--- src/rtl/utlb_route_pkg.sv ---
package utlb_route_pkg;
  localparam int SEL_W  = 4;
  localparam int FIX_W  = 8;
  localparam int ASID_W = 8;
  localparam int DATA_W = 32;

  typedef enum logic [1:0] {
    TGT_CTX     = 2'd0,
    TGT_PMB     = 2'd1,
    TGT_BYPASS  = 2'd2,
    TGT_INVALID = 2'd3
  } target_e;

  typedef struct packed {
    logic             fix_en;
    logic [FIX_W-1:0] fix_addr;
    logic [SEL_W-1:0] sel;
    logic             en;
  } slot_ctl_t;

  typedef struct packed {
    logic [ASID_W-1:0] asid1;
    logic [ASID_W-1:0] asid0;
  } slot_asid_t;
endpackage

--- src/rtl/utlb_route_slot.sv ---
module utlb_route_slot
  import utlb_route_pkg::*;
(
  input  logic              clk_i,
  input  logic              rst_ni,
  input  logic              ctl_we_i,
  input  logic              asid_we_i,
  input  logic [DATA_W-1:0] wdata_i,
  output slot_ctl_t         ctl_o,
  output slot_asid_t        asid_o,
  output logic              flush_o
);
  slot_ctl_t  ctl_q;
  slot_asid_t asid_q;
  logic       flush_q;

  always_ff @(posedge clk_i or negedge rst_ni) begin
    if (!rst_ni) begin
      ctl_q   <= '0;
      asid_q  <= '0;
      flush_q <= 1'b0;
    end else begin
      flush_q <= ctl_we_i & wdata_i[1];
      if (ctl_we_i) begin
        ctl_q.en       <= wdata_i[0];
        ctl_q.sel      <= wdata_i[7:4];
        ctl_q.fix_addr <= wdata_i[23:16];
        ctl_q.fix_en   <= wdata_i[31];
      end
      if (asid_we_i) asid_q <= wdata_i[15:0];
    end
  end

  assign ctl_o   = ctl_q;
  assign asid_o  = asid_q;
  assign flush_o = flush_q;

  p_flush_cause_r8: assert property (@(posedge clk_i) disable iff (!rst_ni)
    flush_o |-> $past(ctl_we_i && wdata_i[1]));

  p_clear_disables_r9: assert property (@(posedge clk_i) disable iff (!rst_ni)
    (ctl_we_i && wdata_i == '0) |=> !ctl_o.en);

  p_asid_hold_r3: assert property (@(posedge clk_i) disable iff (!rst_ni)
    !asid_we_i |=> $stable(asid_o));
endmodule

--- src/rtl/utlb_route_decode.sv ---
module utlb_route_decode
  import utlb_route_pkg::*;
#(
  parameter int NUM_CTX = 4,
  parameter int PMB_SEL = 8,
  localparam int CTX_W  = (NUM_CTX > 1) ? $clog2(NUM_CTX) : 1
) (
  input  slot_ctl_t        ctl_i,
  output logic             xlate_en_o,
  output target_e          target_o,
  output logic [CTX_W-1:0] ctx_o,
  output logic             err_o
);
  always_comb begin
    xlate_en_o = ctl_i.en;
    ctx_o      = '0;
    err_o      = 1'b0;
    if (!ctl_i.en) begin
      target_o = TGT_BYPASS;
    end else if (32'(ctl_i.sel) < NUM_CTX) begin
      target_o = TGT_CTX;
      ctx_o    = ctl_i.sel[CTX_W-1:0];
    end else if (32'(ctl_i.sel) == PMB_SEL) begin
      target_o = TGT_PMB;
    end else begin
      target_o = TGT_INVALID;
      err_o    = 1'b1;
    end
  end
endmodule

--- src/rtl/utlb_route_table.sv ---
module utlb_route_table
  import utlb_route_pkg::*;
#(
  parameter int          NUM_SLOTS   = 32,
  parameter int          NUM_CTX     = 4,
  parameter int          PMB_SEL     = 8,
  parameter int          ADDR_W      = 12,
  parameter int          SLOT_STRIDE = 16,
  parameter int          ASID_OFS    = 8,
  parameter logic [11:0] BASE_ADDR   = 12'h300,
  localparam int IDX_W    = $clog2(NUM_SLOTS),
  localparam int CTX_W    = (NUM_CTX > 1) ? $clog2(NUM_CTX) : 1,
  localparam int SLOT_SH  = $clog2(SLOT_STRIDE)
) (
  input  logic              clk_i,
  input  logic              rst_ni,
  input  logic              reg_we_i,
  input  logic [ADDR_W-1:0] reg_addr_i,
  input  logic [DATA_W-1:0] reg_wdata_i,
  output logic [DATA_W-1:0] reg_rdata_o,
  input  logic [IDX_W-1:0]  lk_slot_i,
  output logic              lk_xlate_en_o,
  output logic [1:0]        lk_target_o,
  output logic [CTX_W-1:0]  lk_ctx_o,
  output logic              lk_route_err_o,
  output logic [ASID_W-1:0] lk_asid0_o,
  output logic [ASID_W-1:0] lk_asid1_o,
  output logic              lk_fix_en_o,
  output logic [FIX_W-1:0]  lk_fix_addr_o,
  output logic [NUM_SLOTS-1:0] flush_o
);
  localparam logic [ADDR_W-1:0] WIN_LEN = ADDR_W'(NUM_SLOTS * SLOT_STRIDE);
  localparam logic [ADDR_W-1:0] BASE    = ADDR_W'(BASE_ADDR);

  logic [ADDR_W-1:0]  off;
  logic               in_win, is_ctl, is_asid;
  logic [IDX_W-1:0]   acc_idx;
  logic [SLOT_SH-1:0] sub;

  assign off     = reg_addr_i - BASE;
  assign in_win  = off < WIN_LEN;
  assign acc_idx = off[SLOT_SH +: IDX_W];
  assign sub     = off[SLOT_SH-1:0];
  assign is_ctl  = in_win && sub == '0;
  assign is_asid = in_win && sub == SLOT_SH'(ASID_OFS);

  slot_ctl_t  ctl  [NUM_SLOTS];
  slot_asid_t asid [NUM_SLOTS];

  for (genvar i = 0; i < NUM_SLOTS; i++) begin : g_slot
    utlb_route_slot u_slot (
      .clk_i     (clk_i),
      .rst_ni    (rst_ni),
      .ctl_we_i  (reg_we_i && is_ctl  && acc_idx == IDX_W'(i)),
      .asid_we_i (reg_we_i && is_asid && acc_idx == IDX_W'(i)),
      .wdata_i   (reg_wdata_i),
      .ctl_o     (ctl[i]),
      .asid_o    (asid[i]),
      .flush_o   (flush_o[i])
    );
  end

  // Register readback; flush bit is never stored so reads 0
  always_comb begin
    reg_rdata_o = '0;
    if (is_ctl)
      reg_rdata_o = {ctl[acc_idx].fix_en, 7'd0, ctl[acc_idx].fix_addr, 8'd0,
                     ctl[acc_idx].sel, 3'd0, ctl[acc_idx].en};
    else if (is_asid)
      reg_rdata_o = {16'd0, asid[acc_idx]};
  end

  slot_ctl_t  lk_ctl;
  slot_asid_t lk_asid;
  target_e    lk_tgt;

  always_comb begin
    lk_ctl  = '0;
    lk_asid = '0;
    if (32'(lk_slot_i) < NUM_SLOTS) begin
      lk_ctl  = ctl[lk_slot_i];
      lk_asid = asid[lk_slot_i];
    end
  end

  utlb_route_decode #(.NUM_CTX(NUM_CTX), .PMB_SEL(PMB_SEL)) u_decode (
    .ctl_i      (lk_ctl),
    .xlate_en_o (lk_xlate_en_o),
    .target_o   (lk_tgt),
    .ctx_o      (lk_ctx_o),
    .err_o      (lk_route_err_o)
  );

  assign lk_target_o   = lk_tgt;
  assign lk_asid0_o    = lk_asid.asid0;
  assign lk_asid1_o    = lk_asid.asid1;
  assign lk_fix_en_o   = lk_ctl.fix_en;
  assign lk_fix_addr_o = lk_ctl.fix_addr;

  p_bypass_off_r6: assert property (@(posedge clk_i) disable iff (!rst_ni)
    !lk_xlate_en_o |-> (lk_target_o == TGT_BYPASS && !lk_route_err_o));

  p_err_enabled_r7: assert property (@(posedge clk_i) disable iff (!rst_ni)
    lk_route_err_o |-> lk_xlate_en_o);

  p_pmb_enabled_r5: assert property (@(posedge clk_i) disable iff (!rst_ni)
    (lk_target_o == TGT_PMB) |-> lk_xlate_en_o);

  p_flush_onehot_r8: assert property (@(posedge clk_i) disable iff (!rst_ni)
    $onehot0(flush_o));

  p_no_flush_stray_r10: assert property (@(posedge clk_i) disable iff (!rst_ni)
    !(reg_we_i && is_ctl) |=> flush_o == '0);
endmodule

--- config.mk ---
export PLATFORM = sky130hd
export DESIGN_NAME = utlb_route_table
export DESIGN_NICKNAME = d
export VERILOG_FILES = /design/src/rtl/utlb_route_pkg.sv /design/src/rtl/utlb_route_slot.sv /design/src/rtl/utlb_route_decode.sv /design/src/rtl/utlb_route_table.sv
export SDC_FILE = /design/constraint.sdc
export NUM_CORES = 2
export LEC_CHECK = 0
export BUFFER_PORTS_ARGS = -buffer_cell sky130_fd_sc_hd__clkbuf_2
export CAP_MARGIN = 20
export CORE_UTILIZATION = 55
export DETAILED_ROUTE_END_ITERATION = 10
export HOLD_SLACK_MARGIN = 0.15
export PLACE_DENSITY = 0.74
export SKIP_CTS_REPAIR_TIMING = 1
export SYNTH_ARGS = -nofsm -noshare
export SYNTH_HDL_FRONTEND = slang
export SYNTH_SLANG_ARGS = --single-unit
--- constraint.sdc ---
create_clock -name clk_i -period 3.06 [get_ports clk_i]
set_input_delay 0.612 -clock clk_i [delete_from_list [all_inputs] [get_ports clk_i]]
set_output_delay 0.612 -clock clk_i [all_outputs]
set_load 0.1 [all_outputs]
== Word level (Yosys, flattened, before mapping) ==
Index checks and enable logic that the tools add are counted.
Widths: inputs -> output; s select.
Storage, ports and cells
  bits in registers: 992
  input bits: 52
  output and inout port bits: 95
Operators by class
  add/subtract/negate cells: 1
  magnitude comparators: 4
  equality and inequality tests: 33
  muxes and demuxes: 22
  bitwise logic cells: 34
  reduce and logical (&&, ||, !) cells: 70
Operators with widths (count)
  $bmux 16 s5: 2
  $bmux 14 s5: 2
  $eq 5x5->1 const B: 16
  $mux 16: 5
  $logic_and 1x1->1: 68
  $mux 14: 4
  $eq 5x4->1 const B: 8
  $and 1x1->1: 32
  $mux 32: 1
  $eq 5x3->1 const B: 4
  $ge 6x6->1 const B: 2
  $lt 12x10->1 const B: 1
  $not 5->6: 2
  $sub 12x10->12 const B: 1
  $eq 5x2->1 const B: 2
  $mux 2: 5
  $eq 4x4->1 const B: 2
  $eq 5x1->1 const B: 1
  $logic_not 5->1: 1
  $logic_not 4->1: 1
  $lt 4x3->1 const B: 1
  $mux 1: 3

== Longest topological paths before layout ==
  depth after elaboration: 8
  mapped depth: 11
  depth with buffers taken out: 7

== Modules after synthesis ==
From an unflattened synthesis, not the netlist that was laid out.
Second synthesis, totals
  cell total of the unflattened synthesis: 3223
  area, all modules: 55712.2 um2
By module, submodules not included
  utlb_route_slot: times used 32, cells each 66, area each 1248.7 um2, seq. area each 775.7 um2
  utlb_route_table: times used 1, cells each 1103, area each 15700.1 um2, seq. area each 0.0 um2
  utlb_route_decode: times used 1, cells each 8, area each 53.8 um2, seq. area each 0.0 um2

== Least setup slack after synthesis ==
No wires, ideal clock.
  path type: input-to-output
  from: input port lk_slot_i[1]
  to: output port lk_route_err_o
  arrival time: 4251 ps
  path slack: -1803 ps
  cell stages on the path: 8
  cell sequence: buf_2 -> buf_2 -> mux4_2 -> mux4_2 -> mux2_2 -> inv_1 -> nor2_1 -> o31a_1
RTL lines
  start: declaration: RTL line utlb_route_table.sv:21  | input logic [IDX_W-1:0] lk_slot_i,
  $not 5->6 (not written as such): RTL line utlb_route_table.sv:81  | lk_ctl = ctl[lk_slot_i];
  $bmux 14 s5: RTL line utlb_route_table.sv:81
  $mux 14 (not written as such) (2 in series): RTL line utlb_route_table.sv:81
  via lk_xlate_en_o: RTL line utlb_route_table.sv:22  | output logic lk_xlate_en_o,
  $mux 1: RTL line utlb_route_decode.sv:18  | if (!ctl_i.en) begin
  end: declaration: RTL line utlb_route_table.sv:25  | output logic lk_route_err_o,
The timed path passes the listed nets, and every way through them passes these cells. The select of a mux whose other input is x is not followed.

== Final worst setup path ==
  from: input port reg_addr_i[4]
  to: output port reg_rdata_o[21]
Between the ends
  cells in the longest elaborated chain, start to end: 6
Ends and longest elaborated chain
  start: declaration: RTL line utlb_route_table.sv:18  | input logic [ADDR_W-1:0] reg_addr_i,
  $sub 12x10->12 (*): RTL line utlb_route_table.sv:40  | assign off = reg_addr_i - BASE;
  $not 5->6 (not written as such): RTL line utlb_route_table.sv:67  | reg_rdata_o = {ctl[acc_idx].fix_en, 7'd0, ctl[acc_idx].fix_addr, 8'd0,
  $bmux 14 s5: RTL line utlb_route_table.sv:67
  $mux 14 (2 in series)
  $mux 32 (*): RTL line utlb_route_table.sv:66  | if (is_ctl)
  end: declaration: RTL line utlb_route_table.sv:20  | output logic [DATA_W-1:0] reg_rdata_o,
Every way passes the cells marked *; elsewhere a longest branch is shown, timed or not. The select of a mux whose other input is x is not followed.

==> flow_summary.ini <==
[grt]
globalRoute.totalOverflow = 0
grt_first_pass_wirelength_um = 234000
grt_pass1_vias = 35900
antenna_found_initial = 8
grt_max_degree = 76
gr-usage-all-layers_pct = 32.5

[power]
power_per_cell_area_nw_per_um2 = 441
leakage_nw = 30.0
irDropWorstVdd_mv = 0.504
totalPowerFinal_mw = 28.6

[route]
postRouteAntennaNets = 0
post_drt_wl_per_cell_um = 32.9
drt_wl_total_um = 163000
route.vias.total = 33900
detail_route.iter0.violations = 3608
drc_errors = 0
wirelength_met1_um = 60900
vias_per_cell = 6.86
drtPass1Iterations = 5
highest-signal-layer = met5
met2WireLength_um = 77900
routed_met3_length_um = 15200

[cells_and_area]
multi_input_gate_area_um2 = 27200
mostFrequentLayoutCell = sky130_fd_sc_hd__dfrtp_1
stdcell_count = 4945
drive_gt1_share_pct = 63.0
final_area_um2 = 64700
layout.cells.most_common_list = sky130_fd_sc_hd__dfrtp_1 (992), sky130_fd_sc_hd__mux2_2 (889), sky130_fd_sc_hd__mux4_2 (566), sky130_fd_sc_hd__buf_12 (198), sky130_fd_sc_hd__buf_4 (194)
fillers = 6042
sequential_cell_area_in_the_final_layout_um2 = 24800
syn2layout_area_growth_pct = 21.8
layout.core_utilization_pct = 67.9
finish.net_count = 3643

[sta]
max_slew_violation_count = 0
max_slew.worst_pin.slew_ns = 0.692
clock.fmax_mhz = 289
finClkSkew_ns = 0
rsz0062_at_grt = true
final_setup_viols = 56
postLayoutSetupSlackWorst_ns = -0.397
hold_ws_ns = 0.350
fin_crit_sh_pct = 113
report.final.hold_viol_count = 0
fin_setup_tns_ns = -15.82
min_tclk_post_route_ns = 3.46
slew_headroom_pct = 53.9

[hold_path]
hold_path_startpoint = reg_we_i
hold_class = in -> reg

[floorplan]
fp.coreArea_um2 = 95300
total_die_area_um2 = 97900
fp.dieH_um = 313
floorplan.initialDensity_pct = 55.8
design.portCount = 147
floorplan.die.width_um = 313
placementRows = 113

[place]
gp_congestion = 0.866
dpl_cell_area_um2 = 58800
dp_worst_setup_slack_ns = -0.786
detailed_place_hpwl_um = 96200
post-place-cells = 4641
placement.io_buffers = 132

[clocking]
clock_tree.htree_level_count = 3
clock-root-buffer = sky130_fd_sc_hd__clkbuf_16
clk_latency_ns = 0.68
max-clock-path-buffers = 3
numCtsBuffers = 103
cts.clk_slew.worst_paths_ns = 0.06
numClockSinks = 992
tritoncts = done

[yosys]
ys_async_sr_fraction_pct = 100
synth-edff-count = 0
yosys_warnings = 0
synth_area_per_cell_um2 = 16.1
synth-seq-cells = 992
dominantRegCellSynth = sky130_fd_sc_hd__dfrtp_1
post_synth_instance_area_um2 = 53100
sequential_fraction_of_the_synthesis_area_pct = 46.7
synth.distinct_cells = 52
syn-instance-count = 3298

[setup_path]
worst_path_largest_cell_delay_ns = 0.50
timing.critical_path.fanout_max = 8
cp_num_buf_inv = 6
critPathTopFamily = multiplexers
cp-startpoint = reg_addr_i[4]
critPathSlowestCell = sky130_fd_sc_hd__mux4_2
worst_r2r_startpoint = g_slot[19].u_slot.ctl_o[3]
path_common_cell = sky130_fd_sc_hd__buf_16
worst-endpoint-arrival_ns = 2.84
worstPathCellList = buf_16, buf_16, buf_12, buf_16, mux4_2, mux4_2, mux2i_2, buf_4, nor2_4, buf_12
cp.required_ns = 2.45
setup.worst_path.start_class = input port
worstSetupEndpointType = primary output
worst-setup-path-type = in -> out

[flow_run]
max_cap_violations = 0

[run_status]
violated_checks = negative setup slack
status = finished, violations left
## routing by layer
layer | global-route usage, % | vias to the layer above
li1 | - | 13500
met1 | 42.5 | 18300
met2 | 51.7 | 1753
met3 | 8.34 | 458
met4 | 14.5 | 8
met5 | 0 | -
## area by class of cell
| type | count | share of cell area, % |
|---|---|---|
| clock inverters | 43 | 0.750 |
| diodes | 5 | 0.0193 |
| well taps | 1265 | 2.45 |
| repair buffers | 553 | 11.8 |
| clock buffers | 147 | 4.61 |
| multi-input cells | 1938 | 42.0 |
| flip-flops and latches | 992 | 38.4 |
| inverters | 2 | 0.0155 |
## synth_stat cells, types with 6 or more instances
library cell               instances  area [µm²]
sky130_fd_sc_hd__nor3_1           32         160
sky130_fd_sc_hd__a22oi_1          10        75.1
sky130_fd_sc_hd__dfrtp_1         992       24800
sky130_fd_sc_hd__buf_1            26        97.6
sky130_fd_sc_hd__nand3_4          27         473
sky130_fd_sc_hd__nor3_2            6        60.1
sky130_fd_sc_hd__nor2_1           37         139
sky130_fd_sc_hd__buf_6             7        78.8
sky130_fd_sc_hd__nand2b_1          9        56.3
sky130_fd_sc_hd__mux4_2          561       12600
sky130_fd_sc_hd__a31oi_1           6        37.5
sky130_fd_sc_hd__o21ai_0          33         165
sky130_fd_sc_hd__mux2_2          917       10300
sky130_fd_sc_hd__nand3_1          47         235
sky130_fd_sc_hd__nand2_1          60         225
sky130_fd_sc_hd__clkbuf_1        168         631
sky130_fd_sc_hd__mux2i_1          78         781
sky130_fd_sc_hd__buf_2           113         566
sky130_fd_sc_hd__mux2_1           44         495
sky130_fd_sc_hd__nor2b_1          10        62.6
sky130_fd_sc_hd__buf_4            56         420
## report_power, final
part           total (mW)  switching, mW  leakage, nW  internal [mW]
logic                2.46           1.42         14.4           1.05
registers            13.2         0.0450         13.9           13.2
clock network        12.9           5.42         1.72           7.47
total                28.6           6.88         30.0           21.7
## worst register-to-register path, stage by stage, from the launching register on
cell and delay [ns]:
sky130_fd_sc_hd__dfrtp_1 0.39, sky130_fd_sc_hd__buf_4 0.14, sky130_fd_sc_hd__mux2_2 0.26
## final timing paths
path,end,depth (start not counted),slack (ns)
min reg2reg,g_slot[27].u_slot.asid_o[1],2,0.51
max,reg_rdata_o[21],10,-0.40
max in group asynchronous,g_slot[31].u_slot.asid_o[8],3,1.52
max reg2reg,g_slot[19].u_slot.ctl_o[3],2,2.15
min in group asynchronous,g_slot[4].u_slot.ctl_o[12],2,0.52
min,g_slot[14].u_slot.flush_o,3,0.35
## cell families after synthesis
group | count (synthesis) | synth area share, %
mux | 1605 | 45.9
flops | 992 | 46.7
buf+inv | 374 | 3.45
simple gates | 254 | 3.09
compound gates | 70 | 0.831
fa+ha+maj | 1 | 0.0235
other cells | 1 | 0.00706
xor+xnor | 1 | 0.0165
## registers in the layout, indices dropped and copies added (netlist names)
name / count
g_slot.u_slot.flush_o: 32
g_slot.u_slot.ctl_o: 448
g_slot.u_slot.asid_o: 512
(Power assumes the default switching activity.)
